<file path="config.mk">
export PLATFORM = sky130hd
export DESIGN_NAME = brlnk_unit
export DESIGN_NICKNAME = d
export VERILOG_FILES = /design/src/rtl/brlnk_pkg.sv /design/src/rtl/brlnk_ctrl.sv /design/src/rtl/brlnk_dpath.sv /design/src/rtl/brlnk_unit.sv
export SDC_FILE = /design/constraint.sdc
export NUM_CORES = 1
export LEC_CHECK = 0
export BUFFER_PORTS_ARGS = -buffer_cell sky130_fd_sc_hd__buf_4
export CAP_MARGIN = 40
export CELL_PAD_IN_SITES_DETAIL_PLACEMENT = 1
export CELL_PAD_IN_SITES_GLOBAL_PLACEMENT = 2
export CORE_UTILIZATION = 35
export CTS_CLUSTER_SIZE = 24
export DETAILED_ROUTE_END_ITERATION = 12
export GPL_ROUTABILITY_DRIVEN = 0
export PLACE_DENSITY_LB_ADDON = 0.08
export SETUP_SLACK_MARGIN = 0.05
export SYNTH_ARGS = -nofsm -noshare
export SYNTH_HDL_FRONTEND = slang
export SYNTH_SLANG_ARGS = --single-unit
</file>
<file path="constraint.sdc">
create_clock -name clk -period 8.72 [get_ports clk]
set_clock_uncertainty 0.15 [all_clocks]
set_input_delay 1.308 -clock clk [delete_from_list [all_inputs] [get_ports clk]]
set_output_delay 1.308 -clock clk [all_outputs]
set_load 0.01 [all_outputs]
</file>
<file path="src/rtl/brlnk_pkg.sv">
package brlnk_pkg;

  localparam int HALF_W = 16;
  localparam int TOP_W  = 5;

  localparam logic [TOP_W-1:0] TOP_COND_A  = 5'd26;
  localparam logic [TOP_W-1:0] TOP_COND_B  = 5'd27;
  localparam logic [TOP_W-1:0] TOP_UNCOND  = 5'd28;
  localparam logic [TOP_W-1:0] TOP_UNDEF   = 5'd29;
  localparam logic [TOP_W-1:0] TOP_LONG_HI = 5'd30;
  localparam logic [TOP_W-1:0] TOP_LONG_LO = 5'd31;

  localparam logic [3:0] COND_RESERVED = 4'b1110;
  localparam logic [3:0] COND_SWINT    = 4'b1111;

  // One strobe per action kind; at most one is set for any instruction.
  typedef struct packed {
    logic condTaken;
    logic uncond;
    logic longFirst;
    logic longSecond;
    logic longFused;
    logic undef;
  } brCtrl_t;

endpackage

</file>
<file path="src/rtl/brlnk_ctrl.sv">
module brlnk_ctrl
  import brlnk_pkg::*;
(
  input  logic             instValid,
  input  logic [TOP_W-1:0] curTop,
  input  logic [3:0]       condField,
  input  logic [TOP_W-1:0] nextTop,
  input  logic             flagN,
  input  logic             flagZ,
  input  logic             flagC,
  input  logic             flagV,
  output brCtrl_t          ctrl
);

  function automatic logic condHolds(input logic [3:0] cc, input logic n,
                                     input logic z, input logic c, input logic v);
    logic r;
    unique case (cc)
      4'd0:    r = z;
      4'd1:    r = !z;
      4'd2:    r = c;
      4'd3:    r = !c;
      4'd4:    r = n;
      4'd5:    r = !n;
      4'd6:    r = v;
      4'd7:    r = !v;
      4'd8:    r = c && !z;
      4'd9:    r = !c || z;
      4'd10:   r = (n == v);
      4'd11:   r = (n != v);
      4'd12:   r = !z && (n == v);
      4'd13:   r = z || (n != v);
      default: r = 1'b0;
    endcase
    return r;
  endfunction

  logic condPass;
  assign condPass = condHolds(condField, flagN, flagZ, flagC, flagV);

  always_comb begin
    ctrl = '0;
    if (instValid) begin
      unique case (curTop)
        TOP_COND_A, TOP_COND_B: begin
          if (condField == COND_RESERVED)   ctrl.undef = 1'b1;
          else if (condField != COND_SWINT) ctrl.condTaken = condPass;
        end
        TOP_UNCOND: ctrl.uncond = 1'b1;
        TOP_UNDEF:  ctrl.undef  = 1'b1;
        TOP_LONG_HI: begin
          if (nextTop == TOP_LONG_LO) ctrl.longFused = 1'b1;
          else                        ctrl.longFirst = 1'b1;
        end
        TOP_LONG_LO: ctrl.longSecond = 1'b1;
        default: ctrl = '0;
      endcase
    end
  end

endmodule

</file>
<file path="src/rtl/brlnk_dpath.sv">
module brlnk_dpath
  import brlnk_pkg::*;
#(
  parameter int ADDR_W = 32
) (
  input  logic              clk,
  input  logic              rst,
  input  brCtrl_t           ctrl,
  input  logic [10:0]       curField,
  input  logic [10:0]       nextField,
  input  logic [ADDR_W-1:0] pc,
  input  logic [ADDR_W-1:0] linkIn,
  output logic              takenStb,
  output logic [ADDR_W-1:0] newPc,
  output logic              linkWrStb,
  output logic [ADDR_W-1:0] linkVal,
  output logic              flushReq,
  output logic              undefFlag
);

  localparam int PAD8  = ADDR_W - 9;
  localparam int PAD11 = ADDR_W - 12;
  localparam int PADHI = ADDR_W - 23;

  logic [ADDR_W-1:0] condOff, uncondOff, hiOff, loOffCur, loOffNext;
  logic [ADDR_W-1:0] pcPlus2, pcPlus4, firstLink;
  logic [ADDR_W-1:0] nextPcVal, nextLinkVal;
  logic              nextTaken, nextLinkWr;

  // Offset forms: short conditional, unconditional, long high, long low.
  assign condOff   = {{PAD8{curField[7]}}, curField[7:0], 1'b0};
  assign uncondOff = {{PAD11{curField[10]}}, curField, 1'b0};
  assign hiOff     = {{PADHI{curField[10]}}, curField, 12'b0};
  assign loOffCur  = {{PAD11{1'b0}}, curField, 1'b0};
  assign loOffNext = {{PAD11{1'b0}}, nextField, 1'b0};

  assign pcPlus2   = pc + ADDR_W'(2);
  assign pcPlus4   = pc + ADDR_W'(4);
  assign firstLink = pc + hiOff;

  always_comb begin
    nextTaken   = ctrl.condTaken | ctrl.uncond | ctrl.longSecond | ctrl.longFused;
    nextLinkWr  = ctrl.longFirst | ctrl.longSecond | ctrl.longFused;
    nextPcVal   = '0;
    nextLinkVal = '0;
    if (ctrl.condTaken)  nextPcVal = pcPlus4 + condOff;
    if (ctrl.uncond)     nextPcVal = pcPlus4 + uncondOff;
    if (ctrl.longFused)  nextPcVal = firstLink + loOffNext;
    if (ctrl.longSecond) nextPcVal = linkIn + loOffCur;
    if (ctrl.longFirst)  nextLinkVal = firstLink;
    if (ctrl.longFused)  nextLinkVal = {pcPlus4[ADDR_W-1:1], 1'b1};
    if (ctrl.longSecond) nextLinkVal = {pcPlus2[ADDR_W-1:1], 1'b1};
  end

  always_ff @(posedge clk) begin
    if (rst) begin
      takenStb  <= 1'b0;
      linkWrStb <= 1'b0;
      flushReq  <= 1'b0;
      undefFlag <= 1'b0;
      newPc     <= '0;
      linkVal   <= '0;
    end else begin
      takenStb  <= nextTaken;
      linkWrStb <= nextLinkWr;
      flushReq  <= ctrl.condTaken | ctrl.uncond | ctrl.longSecond | ctrl.longFused;
      undefFlag <= ctrl.undef;
      newPc     <= nextPcVal;
      linkVal   <= nextLinkVal;
    end
  end

  AST_ONE_ACTION: assert property (@(posedge clk) disable iff (rst)
    $onehot0(ctrl));

  AST_FIRST_HALF_NO_JUMP: assert property (@(posedge clk) disable iff (rst)
    ctrl.longFirst |=> linkWrStb && !takenStb && !flushReq);

endmodule

</file>
<file path="src/rtl/brlnk_unit.sv">
module brlnk_unit
  import brlnk_pkg::*;
#(
  parameter int ADDR_W = 32
) (
  input  logic              clk,
  input  logic              rst,
  input  logic              instValid,
  input  logic [15:0]       curHalf,
  input  logic [15:0]       nextHalf,
  input  logic [ADDR_W-1:0] pc,
  input  logic [ADDR_W-1:0] linkIn,
  input  logic              flagN,
  input  logic              flagZ,
  input  logic              flagC,
  input  logic              flagV,
  output logic              takenStb,
  output logic [ADDR_W-1:0] newPc,
  output logic              linkWrStb,
  output logic [ADDR_W-1:0] linkVal,
  output logic              flushReq,
  output logic              undefFlag
);

  brCtrl_t ctrl;

  brlnk_ctrl u_ctrl (
    .instValid (instValid),
    .curTop    (curHalf[15:11]),
    .condField (curHalf[11:8]),
    .nextTop   (nextHalf[15:11]),
    .flagN     (flagN),
    .flagZ     (flagZ),
    .flagC     (flagC),
    .flagV     (flagV),
    .ctrl      (ctrl)
  );

  brlnk_dpath #(.ADDR_W(ADDR_W)) u_dpath (
    .clk       (clk),
    .rst       (rst),
    .ctrl      (ctrl),
    .curField  (curHalf[10:0]),
    .nextField (nextHalf[10:0]),
    .pc        (pc),
    .linkIn    (linkIn),
    .takenStb  (takenStb),
    .newPc     (newPc),
    .linkWrStb (linkWrStb),
    .linkVal   (linkVal),
    .flushReq  (flushReq),
    .undefFlag (undefFlag)
  );

  AST_RESET_CLEARS: assert property (@(posedge clk)
    rst |=> !takenStb && !linkWrStb && !flushReq && !undefFlag);

  AST_IDLE_QUIET: assert property (@(posedge clk) disable iff (rst)
    !instValid |=> !takenStb && !linkWrStb && !flushReq && !undefFlag);

  AST_FLUSH_MATCHES_TAKEN: assert property (@(posedge clk) disable iff (rst)
    flushReq == takenStb);

  AST_UNDEF_ALONE: assert property (@(posedge clk) disable iff (rst)
    undefFlag |-> !takenStb && !linkWrStb);

  AST_RETURN_LINK_ODD: assert property (@(posedge clk) disable iff (rst)
    takenStb && linkWrStb |-> linkVal[0]);

endmodule

</file>
Word-level counts from Yosys, hierarchy flattened
Index checks and enable logic that the tools add are counted.
- add/sub/neg operators: 7
- bitwise logic cells: 6
- equality and inequality tests: 24
- div/mod/pow operators: 0
- shift-type cells: 0
- reductions and logical operators: 11
- order comparisons: 0
- mux-type cells: 20
- multipliers: 0
- operator list (kind ; count):
    $mux W32 ; 7
    $add A32 B32 Y32 ; 3
    $add A32 B12 Y32 ; 2
    $eq A5 B5 Y1 const B ; 7
    $add A32 B2 Y32 const B ; 1
    $add A32 B3 Y32 const B ; 1
    $eq A4 B4 Y1 const B ; 7
    $eq A4 B3 Y1 const B ; 4
    $pmux W1 S14 ; 1
    $mux W1 ; 10
    $eq A4 B2 Y1 const B ; 2
    $mux W6 ; 1
    $or A1 B1 Y1 ; 5
    $eq A4 B1 Y1 const B ; 1
    $logic_not A1 Y1 ; 4
    $logic_not A4 Y1 ; 1
    $ne A4 B4 Y1 const B ; 1
    $reduce_or A2 Y1 ; 2
    $logic_and A1 B1 Y1 ; 2
    $logic_or A1 B1 Y1 ; 2
    $pmux W1 S2 ; 1
    $eq A1 B1 Y1 ; 1
    $ne A1 B1 Y1 ; 1
    $not A1 Y1 ; 1
- RAM bits: 0
- bits in read-only memories: 0
- memories kept: 0
- bits in registers: 67
- input port bits: 103
- word-level logic and storage cells: 73
- output and inout port bits: 68
- latch bits: 0

Longest topological paths before layout
Gate-level depths: netlist of the first run.
- depth after elaboration: 11
- gate-level depth with buffers: 19
- gate-level depth less buffers: 17

By module
From an unflattened synthesis of the first run, not the netlist that was laid out.
- cells, all modules: 1286
- area, all modules: 9650.5 um^2
- by module, submodules not included (module ; area an instance (um^2) ; times used ; sequential area each (um^2) ; cells an instance):
    brlnk_dpath ; 9412.8 ; 1 ; 1341.3 ; 1253
    brlnk_ctrl ; 237.7 ; 1 ; 0.0 ; 33

Worst setup path after synthesis of the first run
No wires, ideal clock.
- path kind: input -> register
- start point: input port pc[2]
- end point: register u_dpath.newPc[31]
- data arrival time: 5.027 ns
- cell stages on the path: 18
- path slack: 3.411 ns
- setup time: 0.133 ns
- required time: 8.437 ns
- path through: ha_1 > nand3_2 > nor4_2 > and3_1 > buf_2 > nand3_1 > nor4_1 > xor2_1 > ha_1 > a21o_1 > a21o_1 > a21oi_1 > nor2_1 > mux2_1 > a311o_1 > a211o_1 > a311oi_1 > a31oi_1
- longest elaborated chain between the ends: 6
- elaborated cells on any way between the ends: 9
- classes of those cells: add/sub: 5; mux: 4
- ends and longest elaborated chain (element ; line ; text):
    start: declaration ; brlnk_unit.sv:11 ; input logic [ADDR_W-1:0] pc,
    $add A32 B3 Y32 ; brlnk_dpath.sv:38 ; assign pcPlus4 = pc + ADDR_W'(4);
    $add A32 B32 Y32 ; brlnk_dpath.sv:46 ; if (ctrl.condTaken) nextPcVal = pcPlus4 + condOff;
    $mux W32 ; brlnk_dpath.sv:46 ;
    $mux W32 ; brlnk_dpath.sv:47 ; if (ctrl.uncond) nextPcVal = pcPlus4 + uncondOff;
    $mux W32 (*) ; brlnk_dpath.sv:48 ; if (ctrl.longFused) nextPcVal = firstLink + loOffNext;
    $mux W32 (*) ; brlnk_dpath.sv:49 ; if (ctrl.longSecond) nextPcVal = linkIn + loOffCur;
    end signal: assignment ; brlnk_dpath.sv:68 ; newPc <= nextPcVal;
    end: declaration ; brlnk_dpath.sv:14 ; output logic [ADDR_W-1:0] newPc,
Mark *: on every way between the ends. The rest lies on a longest branch, timed or not.
A chain may end at the register's enable or synchronous reset.

Worst setup path after layout of the first run
- start point: input port pc[4]
- end point: register u_dpath.newPc[29]
The elaborated chain is that of the path after synthesis.

==> flow_results.org, run 1 <==
** Critical path
- The slowest stage of the critical path is the sky130_fd_sc_hd__nor4_1 cell.
- Total number of cells along the worst setup path :: 17
- STA puts the critical path data arrival time at 5990 ps.
- Largest delay share family, worst path :: simple AND/OR/NAND/NOR gates
- In this design, the stage delay of the slowest critical-path cell is 770 ps.
- Critical path launch point type :: primary input
- Highest net fanout along the worst path :: 8
- The worst setup path is captured at a flip-flop.
- The critical path contains buffers and inverters numbering 2 combined.
- Series of cell instances along the critical path :: buf_4 > nand3_1 > nor4_1 > nand3_1 > nor3_1 > xor2_1 > ha_1 > inv_1 > nor3_1 > nand2_1 > a2111oi_0 > o21ai_0 > nand2b_1 > a21boi_0 > xnor2_1 > a22oi_1 > a31oi_1
- Path type of the worst setup path :: primary input to flip-flop
- Req. time, crit path :: 8770 ps

** Global routing
- GRT Resource Usage Total :: 28.4%
- The first global-routing pass estimated 60600 um of wire.
- The number of global-route vias before repair was 10500.
- Maximum number of pins on one net before global-route repair :: 64
- For this run the aggregate overflow at the end of global routing stands at 0.
- The initial antenna violation count is 0.

** STA
- The routed design could run at a clock period as short as 5940 ps.
- In the finished design, the share of the clock period the worst path needs comes to 68.2%.
- Post-route worst setup slack :: 2780 ps
- For the pin with the worst max-slew slack, the measured transition is 854 ps.
- Hold violation count in the final report :: 0
- Setup-violating endpoint count in the final report :: 0
- Maximum frequency from static timing analysis :: 168 MHz
- Setup repair after global routing left no endpoint under its margin.
- Slew Viols, Final :: 0
- Remaining max-slew budget at the tightest pin :: 42.9%
- Total negative slack :: 0 ps

** Layout
- Net total in the final layout :: 1636
- The library cell used most frequently in the layout, excluding fill and tap cells, is sky130_fd_sc_hd__buf_4.
- Of the cells placed in the final design, the portion with a size suffix greater than 1 is 15.6%.
- The number of antenna diodes in the final layout is 0.
- The layout has 3261 filler cells.
- Synth-to-layout area growth :: 20.5%
- In the layout the commonest cells are sky130_fd_sc_hd__buf_4, sky130_fd_sc_hd__nor2_1, sky130_fd_sc_hd__a21oi_1.
- Final std cells w/o fill :: 1769

** Clock tree
- Total setup buffers inserted after CTS :: 0
- Clock net sink count :: 67
- CTS placed an instance of sky130_fd_sc_hd__clkbuf_16 at the clock tree root.
- In this run the number of H-tree levels came out at 3.
- Clock tree buffer depth :: 2
- TritonCTS created 9 clock buffers.
- Count of cells resized by post-cts repair :: 0
- Clock-pin slew was measured on the worst setup and hold paths at 70 ps.
- TritonCTS clock tree :: done
- After clock tree synthesis, the flow added hold-fix buffers numbering 0.

** Floorplan
- Measured along the y axis, the die boundary spans 166 um.
- Once the floorplan was initialized, standard cells occupied 35.8% of the core.
- IO Count :: 171
- Floorplan row count :: 59
- Die ar. :: 0.0275 mm2
- Core area :: 0.0262 mm2
- Die X :: 166 um

** Routing
- For this block, the via count after detailed routing is 10400.
- Routed length per instance :: 22.3 um
- After detailed routing, the number of remaining DRC violations is 7.
- Detailed-route wire length :: 39500 um
- Using the TritonRoute via totals, the vias-per-cell ratio works out to 5.90.
- The first routing iteration left 884 violations.
- Iteration count of the initial detailed-routing pass :: 9
- Antenna-violating nets left :: 0

** Synthesis
- Count of cell types in the netlist :: 85
- After synthesis, the share of flip-flops with an asynchronous set or reset is 0%.
- Post-synth EDFFs :: 0
- Synth area leader :: sky130_fd_sc_hd__dfxtp_1
- Cell area after synthesis :: 0.00939 mm2
- Most instantiated flip-flop cell in the synthesis netlist :: sky130_fd_sc_hd__dfxtp_1
- Dividing the synthesized area by the synthesized cell count gives 7.32 um2.
- Dominant cells by area after synthesis :: sky130_fd_sc_hd__dfxtp_1, sky130_fd_sc_hd__ha_1, sky130_fd_sc_hd__xnor2_1
- Sequential element share of the synthesized area :: 14.3%
- Counting every instance in the synthesized netlist gives 1284.
- Number of register bits inferred by synthesis :: 67
- The synthesized design devotes to its leading area cell type 14.3% of total area.
- During synthesis, Yosys emitted a total of 0 warnings.
- When the netlist entered floorplanning its net count stood at 1490.

** Hold path
- The min-delay analysis places its worst path in the category primary input to flip-flop.
- Hold depth :: 2

** Run status
- The flow ran to the end, but the final reports show violations.
- The final reports fail on design-rule violations.

** Power
- Power spread over the standard cell area amounts to 117 mW/mm2.
- Per report_power, the clock group accounts for 31.4% of the total.
- Net Sw Power :: 0.000526 W
- Worst voltage drop across the vdd grid :: 0.0747 mV
- Combinational share of power :: 45.1%
- Net Sw Frac :: 39.5%
- Internal Pwr Total :: 0.000804 W
- Registers are responsible for 23.5% of the overall power.
- Leakage power figure :: 4.77 nW

** Job
- Max-cap viol count :: 0

** Placement
- Detailed-placement wirelength estimate :: 31400 um
- Count of port buffers added during placement :: 170
- Inst Count DP :: 1754
- Before CTS, the worst setup slack after placement is 2490 ps.
cell type report:
class                      count  area (um2)  share of cell area, %
clock buffer                  11         243                   2.14
clock inverter                 4        75.1                  0.663
inverter                      32         120                   1.06
multi-input combinational   1139        7760                   68.6
sequential                    67        1340                   11.8
tap                          335         419                   3.70
timing repair buffer         181        1360                   12.0
cells by family (layout without fill, tap and decap cells):
logic type      count (synthesis)  after routing  synth area share (%)
simple gates                  463            463                  24.0
compound gates                411            411                  28.9
xor+xnor                      153            153                  14.4
fa+ha+maj                     103            103                  14.0
buf+inv                        78            228                  3.20
flops                          67             67                  14.3
mux                             9              9                  1.21
cell usage after synthesis, types with 4 or more instances:
cell                          n
sky130_fd_sc_hd__nand2b_1    12
sky130_fd_sc_hd__a31oi_1     17
sky130_fd_sc_hd__nand3_1     45
sky130_fd_sc_hd__a21o_1      36
sky130_fd_sc_hd__dfxtp_1     67
sky130_fd_sc_hd__nor2_1     133
sky130_fd_sc_hd__a21oi_1    128
sky130_fd_sc_hd__o21bai_1     7
sky130_fd_sc_hd__nor4_1       5
sky130_fd_sc_hd__xor2_1      60
sky130_fd_sc_hd__nand2_1    120
sky130_fd_sc_hd__o21ai_0     54
sky130_fd_sc_hd__nor3_1      32
sky130_fd_sc_hd__ha_1        99
sky130_fd_sc_hd__xnor2_1     91
sky130_fd_sc_hd__and4_1       5
sky130_fd_sc_hd__a211oi_1    20
sky130_fd_sc_hd__clkbuf_1    38
sky130_fd_sc_hd__a22oi_1     24
sky130_fd_sc_hd__nor2b_1     16
sky130_fd_sc_hd__inv_1       31
sky130_fd_sc_hd__a221oi_1    12
sky130_fd_sc_hd__o211ai_1    14
sky130_fd_sc_hd__a222oi_1     4
sky130_fd_sc_hd__nand4_1     19
sky130_fd_sc_hd__and2_1      11
sky130_fd_sc_hd__a21boi_0     4
sky130_fd_sc_hd__o221ai_1     9
sky130_fd_sc_hd__or3_1       16
sky130_fd_sc_hd__buf_1        4
sky130_fd_sc_hd__fa_1         4
sky130_fd_sc_hd__a211o_1      4
sky130_fd_sc_hd__nor3b_1      4
sky130_fd_sc_hd__o21a_1      12
sky130_fd_sc_hd__and3_1      24
sky130_fd_sc_hd__o2111ai_1    4
sky130_fd_sc_hd__o22ai_1      8
sky130_fd_sc_hd__o21ai_1      9
per-layer routing:
metal,global-route usage (%),vias up,wire [um]
met4,6.14,0,614
li1,-,5059,-
met1,41.0,5061,19800
met3,3.67,36,1920
met2,44.8,282,17200
met5,0,-,0
sequential cells by signal (all words and copies together) (netlist names):
name	count
u_dpath.undefFlag	1
u_dpath.newPc	32
u_dpath.linkVal	32
u_dpath.flushReq	1
u_dpath.linkWrStb	1
per-stage QoR:
step                area [um2]  hold slack [ps]  utilization, %  power [W]
global placement         11000             1410            41.9   0.000904
global route             11300             1070            43.2    0.00141
detailed placement       11000             1420            42.0   0.000909
CTS                      11300             1050            43.2    0.00133
floorplan                 9390             1250               -   0.000712
finish                   11300             1060            43.2    0.00133
worst paths after layout:
check | slack, ps | end | startpoint
worst min-delay path | 1060 | u_dpath.linkVal[7] | pc[7]
worst max-delay path | 2780 | u_dpath.newPc[29] | pc[4]
power groups by stage:
stage | combinational [W] | sequential (W) | clock, W
global placement | 0.000585 | 0.000319 | 0
floorplan | 0.000391 | 0.000321 | 0
detailed placement | 0.000590 | 0.000319 | 0
finish | 0.000600 | 0.000312 | 0.000417
CTS | 0.000594 | 0.000312 | 0.000427
global route | 0.000656 | 0.000312 | 0.000437
Note: power is estimated with default switching activity, not from simulation.
==> run 2, diff against run 1 <==
Settings changed: ABC_AREA set to 1, CORE_UTILIZATION 35 to 31.
Clock period 8.72 ns to 5.65 ns, I/O delays scaled along.
==> run 2 against run 1 <==
Net effect: the run now ends clean; final area up 16%; sequential share of layout area down 1.6 points; sequential power up 54%; count of clock-buffer cells in the layout up 1; first-iteration DRC count down 2.8%; combinational power up 72%; utilization down 5.4 points; wire length up 30%; die area up 31%; total power up 58%; via count up 28%; largest cell class unchanged; largest power group unchanged.
==> flow_results.org, run 2 <==
** Synthesis
- The proportion of register bits with asynchronous set or reset after synthesis is 0% (unchanged).
- The count of flip-flops with a built-in enable after synthesis is 0 (unchanged).
- The flip-flop and latch count after synthesis was 67 (unchanged).
- Cell area after synthesis :: 0.0109 mm2 (+16%)
- The mean instance size in the synthesized netlist was 5.81 um2 (-21%).
- Yosys instantiated no cell more often than sky130_fd_sc_hd__nand2_1.
- Dominant cells by area after synthesis :: sky130_fd_sc_hd__nand2_1, sky130_fd_sc_hd__dfxtp_1, sky130_fd_sc_hd__ha_1
- The sequential-to-total area share from yosys stat was 12.3% (-2.0 points).
- For this run, the leading register cell type out of synthesis is sky130_fd_sc_hd__dfxtp_1.
- The number of distinct library cells after synthesis is 59 (-31%).
- The gate count of the mapped netlist was 1883 (+47%).
- The number of warnings printed during yosys synthesis was 0 (unchanged).
- The number of nets produced by synthesis came to 2089 (+40%).
- In the synthesized netlist, the cells that appear most often are sky130_fd_sc_hd__nand2_1, sky130_fd_sc_hd__inv_1, sky130_fd_sc_hd__nor2_1.
- The portion of synthesized cell area occupied by the leading cell type came to 17.4% (+3.1 points).
- Synth area leader :: sky130_fd_sc_hd__nand2_1

** Power
- The internal power was 0.00114 W (+42%).
- Leakage power figure :: 6.43 nW (+35%)
- Worst voltage drop across the vdd grid :: 0.159 mV (+110%)
- Net Sw Power :: 0.000955 W (+82%)
- Cell area power density :: 160 mW/mm2 (+36%)
- The total power was 0.00210 W (+58%).
- The share of power burned in registers came to 22.9% (-0.6 points).
- The fraction of power consumed by combinational cells came to 48.9% (+3.8 points).
- Net Sw Frac :: 45.5% (+6.0 points)
- The clock network power share is 28.2% (-3.2 points).

** Run status
- The run finished with clean final reports.

** Layout
- Compared with the post-synthesis result, the final layout area differs by 19.6%.
- Commonest non-fill, non-tap cell in the layout :: sky130_fd_sc_hd__nand2_1
- The largest registers in the layout are u_dpath.linkVal (32), u_dpath.newPc (32).
- Net total in the final layout :: 2257 (+38%)
- The count of fill cells added during filler insertion is 4767 (+46%).
- Fraction of final layout cells with drive strength greater than 1 :: 13.5% (-2.1 points)
- The area taken by flip-flops and latches came to 0.00134 mm2 (unchanged).
- The number of diodes added for antenna fixing was 0 (unchanged).
- Commonest non-fill, non-tap cells in the layout :: sky130_fd_sc_hd__nand2_1, sky130_fd_sc_hd__inv_1, sky130_fd_sc_hd__nor2_1
- Multi-input combinational cell area :: 0.00850 mm2 (+9.5%)

** STA
- The pin slew with the least headroom to its limit came to 837 ps (-17.6 ps).
- The relative slew slack came to 44.1% (+1.2 points).
- The setup total negative slack is 0 ps (unchanged).
- Timing would allow up to 222 MHz.
- Fin crit share :: 79.8%
- The total count of max-transition violations in the final report is 0 (unchanged).
- Setup repair after global routing left no endpoint under its margin.
- Clock period minus worst slack :: 4510 ps
- Hold violation count in the final report :: 0 (unchanged)
- The final-report setup violation count came to 0 (unchanged).
- The final worst-path setup slack came to 1140 ps (-1640 ps).

** Critical path
- Path type of the worst setup path :: primary input to flip-flop
- The worst path arrival time was 4630 ps (-1360 ps).
- The worst setup path is launched from a primary input.
- Worst path most repeated cell :: sky130_fd_sc_hd__nand2_1
- Capturing element type of the critical path :: flip-flop
- Req. time, crit path :: 5780 ps (-2990 ps)
- Maximum cell stage delay along the critical path :: 680 ps (-90 ps)
- Slowest CP cell :: sky130_fd_sc_hd__nor4_1
- The maximum fanout along the worst path came to 6 (-2).
- The critical path goes through buf_4 > nand2_1 > nor2_1 > inv_1 > nor4_1 > nand2_1 > xnor2_1 > ha_1 > nand2_1 > nor4_1 > nand2_1 > nand2_1 > nand2_1 > nand2_1 > nand2_1 > nand3_1 > nand2_1 > nand3b_1 > nand2_1 > inv_1.

** Routing
- Routed length per instance :: 20.4 um (-8.7%)
- The wire length on met1 was 24400 um (+24%).
- The via-per-instance ratio is 5.32 (-9.9%).
- Detailed-route wire length :: 51200 um (+30%)
- The met3 wire length was 2050 um (+6.4%).
- The routed via count came to 13400 (+28%).
- The DRC violation count after routing came to 0 (-7).
- Iteration count of the initial detailed-routing pass :: 5 (-4)
- Antenna-violating nets left :: 0 (unchanged)
- Routed length on met2 :: 23100 um (+34%)
- Highest metal layer with signal wires :: met4
- Violation count after the first detailed-routing iteration :: 859 (-2.8%)

** Floorplan
- Die extent in y :: 190 um (+14%)
- Core area :: 0.0346 mm2 (+32%)
- Initial Util :: 31.6% (-4.3 points)
- The area enclosed by the die boundary was 0.0360 mm2 (+31%).
- The x dimension of the die was 190 um (+14%).
- IO Count :: 171 (unchanged)
- Floorplan row count :: 68 (+15%)

** Global routing
- The pin count of the biggest net entering global routing was 37 (-42%).
- The global-route usage over all layers came to 28.5% (+0.036 points).
- The number of global-route vias before repair came to 13200 (+26%).
- First-pass GRT wire length :: 76400 um (+26%)
- Grt total ovfl :: 0 (unchanged)
- Antenna violations before repair :: 0 (unchanged)

** Clock tree
- CTS buffer count :: 9 (unchanged)
- Total setup buffers inserted after CTS :: 0 (unchanged)
- Number of buffers inserted for hold repair after clock tree synthesis :: 0 (unchanged)
- The clock-pin slew on the worst setup and hold paths was 60 ps (about the same).
- Clock tree buffer depth :: 2 (unchanged)
- Count of cells resized by post-cts repair :: 0 (unchanged)
- TritonCTS clock tree :: done
- CTS HTree Levels :: 3 (unchanged)
- Root Driver :: sky130_fd_sc_hd__clkbuf_16
- The sink count of the clock tree was 67 (unchanged).

** Job
- Max-cap viol count :: 0 (unchanged)

** Hold path
- Class of the worst hold path :: primary input to flip-flop

** Placement
- Setup slack after placement :: 878 ps (-1620 ps)
- Detailed-placement wirelength estimate :: 43400 um (+38%)
- The number of port buffers was 170 (unchanged).
[run 2: cell types whose count changed after synthesis, sizes merged, moves of 21 or more]
cell,delta
a21o,-31
a22oi,-24
and3,-22
clkbuf,-21
inv,+214
nand2,+404
nand3,+77
nor2,+93
o21ai,+65
xnor2,-66
[run 2: final timing paths]
path	start	end	slack, ps	cells after the start
max	pc[13]	u_dpath.newPc[27]	1140	20
min	pc[0]	u_dpath.linkVal[0]	620	3
[run 2: kinds of logic (layout without fill, tap and decap cells)]
| family | count (synthesis) | after routing | synth area share [%] |
|---|---|---|---|
| AND/OR/NAND/NOR | 984 | 984 | 39.7 |
| AO/OA/AOI/OAI | 352 | 352 | 18.0 |
| buffers and inverters | 278 | 451 | 9.98 |
| adder cells (fa/ha/maj) | 103 | 103 | 12.1 |
| XOR/XNOR | 99 | 99 | 8.07 |
| flip-flops | 67 | 67 | 12.3 |
[run 2: area by class of cell]
type | count | share of cell area (%)
Clock buffer | 12 | 1.96
Timing Repair Buffer | 188 | 11.1
Inverter | 247 | 7.09
Tap cell | 455 | 4.35
Sequential cell | 67 | 10.3
Clock inverter | 4 | 0.249
Multi-Input combinational cell | 1538 | 65.0
[run 2: worst max-delay path: cells and delay by family]
kind                     cells  cell delay (ps)
AND/OR/NAND/NOR             15             2570
XOR/XNOR                     1              570
buffers and inverters        3              290
adder cells (fa/ha/maj)      1              350
[run 2: power groups by stage]
stage / clock (W) / combinational [W] / sequential [W]
after floorplan: 0 / 0.000653 / 0.000492
after global placement: 0 / 0.000994 / 0.000490
after detailed placement: 0 / 0.00101 / 0.000490
after CTS: 0.000614 / 0.00102 / 0.000479
after global routing: 0.000629 / 0.00113 / 0.000479
final: 0.000592 / 0.00103 / 0.000479
[run 2: metal layers]
metal,global-route usage [%],up-vias
met5,0,-
met4,10.7,0
met3,3.12,67
met2,45.5,302
met1,39.0,6421
li1,-,6566
[run 2: metrics by stage]
step           hold WS (ps)  util (%)  std cells  area [um2]
2_1_floorplan           842         -       1883       10900
3_3_place_gp            996      36.8       2492       12700
3_5_place_dp            998      36.9       2495       12800
4_1_cts                 593      37.8       2511       13100
5_1_grt                 622      37.8       2511       13100
6_report                616      37.8       2511       13100
==> run 3, diff against run 2 <==
Settings changed: CORE_UTILIZATION 31 to 28.
Clock period 5.65 ns to 4 ns, I/O delays scaled along.
==> run 3 against run 2 <==
Net effect: the flow now finishes with violations (design-rule violations); total power up 60%; sequential share of layout area down 1.3 points; worst setup slack worse by 840 ps; final area up 15%; wire length up 9.9%; sequential power up 41%; first-iteration DRC count down 4.2%; critical path type unchanged.
==> flow_results.org, run 3 (synthesized netlist as in run 2, its figures left out) <==
** Run status
- Status :: finished, violations left
- The final reports fail on design-rule violations.

** Global routing
- The number of global-route vias before repair is 14400 (+9.5%).
- Maximum number of pins on one net before global-route repair :: 52 (+41%)
- The global-route usage over all layers came to 28.7% (+0.19 points).
- The aggregate global routing overflow came to 0 (unchanged).
- The first-pass GRT wire length was 84100 um (+10%).
- Antenna violations before repair :: 0 (unchanged)

** Routing
- Antenna-violating nets left :: 0 (unchanged)
- Count of unresolved DRC violations after routing :: 1 (+1)
- The final routed wire length divided by cell count was 20.0 um (-1.8%).
- Iteration count of the initial detailed-routing pass :: 11 (+6)
- Violation count after the first detailed-routing iteration :: 823 (-4.2%)
- The via-per-instance ratio is 5.06 (-4.9%).
- Detailed-route wire length :: 56300 um (+9.9%)
- The routed via count came to 14200 (+6.4%).

** Critical path
- The worst setup path is launched from a primary input.
- Critical path buffers and inverters :: 5 (+2)
- The worst path arrival time was 3850 ps (-780 ps).
- Highest net fanout along the worst path :: 4 (-2)
- Path type of the worst setup path :: primary input to flip-flop
- Req. time, crit path :: 4150 ps (-1630 ps)
- Series of cell instances along the critical path :: buf_4 > ha_1 > nand2_1 > inv_1 > nand2_2 > nor2_4 > nand2_2 > buf_4 > nor2_1 > xor2_1 > buf_4 > ha_1 > a21oi_1 > o21ai_0 > a21oi_1 > nand3_1 > xnor2_1 > o21ai_0 > a21oi_2 > nand2_1 > nand2_1 > inv_1
- Among all stages on the critical path, the largest delay is contributed by sky130_fd_sc_hd__a21oi_1.
- Largest delay share family, worst path :: compound AO/OA/AOI/OAI gates
- The number of cells on the critical path is 22 (+10%).
- STA classifies the critical path endpoint as a flip-flop.
- End of the critical path :: u_dpath.newPc[21]
- The worst stage delay on the critical path is 340 ps (-340 ps).
- The critical path starts at pc[2].

** Clock tree
- The number of buffers created by CTS was 9 (unchanged).
- The sink count of the clock tree was 67 (unchanged).
- The H-tree depth was 3 (unchanged).
- The number of buffers between clock root and the deepest sink is 2 (unchanged).
- Clock-pin slew of the registers on the worst-case setup and hold paths :: 70 ps (about the same)
- Total setup buffers inserted after CTS :: 0 (unchanged)
- Root Driver :: sky130_fd_sc_hd__clkbuf_16
- The number of buffers added to fix hold violations after cts is 0 (unchanged).
- TritonCTS clock tree :: done

** Power
- Worst voltage drop across the vdd grid :: 0.224 mV (+41%)
- Cell area power density :: 223 mW/mm2 (+39%)
- Leakage power figure :: 7.57 nW (+18%)
- The total power is 0.00335 W (+60%).

** Floorplan
- Core area :: 0.0386 mm2 (+11%)
- Die ar. :: 0.0399 mm2 (+11%)
- Initial Util :: 28.4% (-3.2 points)
- IO Count :: 171 (unchanged)
- Die X :: 200 um (+5.2%)
- Die extent in y :: 200 um (+5.2%)
- The total number of placement rows is 72 (+5.9%).

** Layout
- Design Area, Final :: 0.0150 mm2 (+15%)
- Compared with the post-synthesis result, the final layout area differs by 37.4%.
- Net total in the final layout :: 2492 (+10%)
- Number of diodes added for antenna fixing :: 0 (unchanged)
- Number of filler instances in the final layout :: 5243 (+10%)
- The share of layout cells above drive strength 1 came to 23.2% (+9.7 points).
- Commonest non-fill, non-tap cells in the layout :: sky130_fd_sc_hd__nand2_1, sky130_fd_sc_hd__buf_4, sky130_fd_sc_hd__inv_1
- Leading registers by flop count :: u_dpath.linkVal (32), u_dpath.newPc (32)
- Leaving out fill and tap cells, the most frequent cell in the layout is sky130_fd_sc_hd__nand2_1.

** Placement
- The cell area reported after detailed placement is 0.0146 mm2 (+14%).
- Count of port buffers added during placement :: 170 (unchanged)
- Detailed-placement wirelength estimate :: 48100 um (+11%)

** STA
- Fin crit share :: 92.6%
- The routed design could run at a clock period as short as 3700 ps.
- The total count of max-transition violations in the final report came to 0 (unchanged).
- Maximum frequency from static timing analysis :: 270 MHz
- The relative slew slack is 51.4% (+7.4 points).
- The pin slew with the least headroom to its limit was 728 ps (-108 ps).
- The final-report setup violation count is 0 (unchanged).
- Setup repair after global routing could not meet its margin everywhere.
- The hold violation count in the final report came to 0 (unchanged).

** Hold path
- Class of the worst hold path :: primary input to flip-flop

** Job
- Max-cap viol count :: 0 (unchanged)
run 3: cell types whose count changed in the layout (fill, tap and decap cells not counted), sizes merged:
cell / change
buf: +235
clkbuf: -3
inv: +2
bufinv: +1
run 3: final cells by class:
type / instances / area, um2 / area share (%)
sequential: 67 / 1340 / 8.93
clock inverter: 7 / 82.6 / 0.550
tap: 518 / 648 / 4.31
inverter: 247 / 927 / 6.17
timing repair buffer: 423 / 3190 / 21.2
clock buffer: 9 / 225 / 1.50
multi-input combinational: 1538 / 8610 / 57.3
run 3: what timing repair did:
item	4_1_cts	5_1_grt
setup endpoints to repair	0	8
endpoints found under the hold margin	0	0
gates resized for setup	0	24
run 3: how the worst min path moves through the flow:
stage                     start  cells after the start  slack [ps]                  to
floorplan             instValid                      2         590   u_dpath.undefFlag
global placement          pc[0]                      3         740  u_dpath.linkVal[0]
detailed placement        pc[0]                      3         750  u_dpath.linkVal[0]
CTS                       pc[0]                      3         330  u_dpath.linkVal[0]
global route              pc[0]                      3         370  u_dpath.linkVal[0]
finish              curHalf[13]                      4         350   u_dpath.undefFlag
run 3: layer usage:
layer,part of all wire (%),wire length [um],track usage [%],vias to the layer above
li1,-,-,-,7051
met1,47,26700,38.4,6838
met2,47,26600,48.4,265
met3,2.8,1590,2.31,59
met4,2.6,1450,8.91,0
met5,0,0,0,-
run 3: report_power, final:
group          switching, W  internal, W  leakage, nW  total (W)
Combinational       0.00106     0.000694         6.88    0.00175
Clock              0.000426     0.000494        0.145   0.000920
Sequential       0.00000265     0.000674        0.540   0.000677
Total               0.00148      0.00186         7.57    0.00335
run 3: per-stage QoR:
| stage | hold slack (ps) | setup TNS, ps | worst slack, ps | std cells | util [%] |
|---|---|---|---|---|---|
| 5_1_grt | 366 | 0 | 38.4 | 2809 | 39.0 |
| 3_5_place_dp | 753 | -1030 | -303 | 2793 | 37.9 |
| 3_3_place_gp | 740 | -715 | -273 | 2793 | 37.9 |
| 6_report | 354 | 0 | 296 | 2809 | 39.0 |
| 2_1_floorplan | 595 | 0 | 607 | 1883 | - |
| 4_1_cts | 333 | 0 | 110 | 2809 | 38.7 |
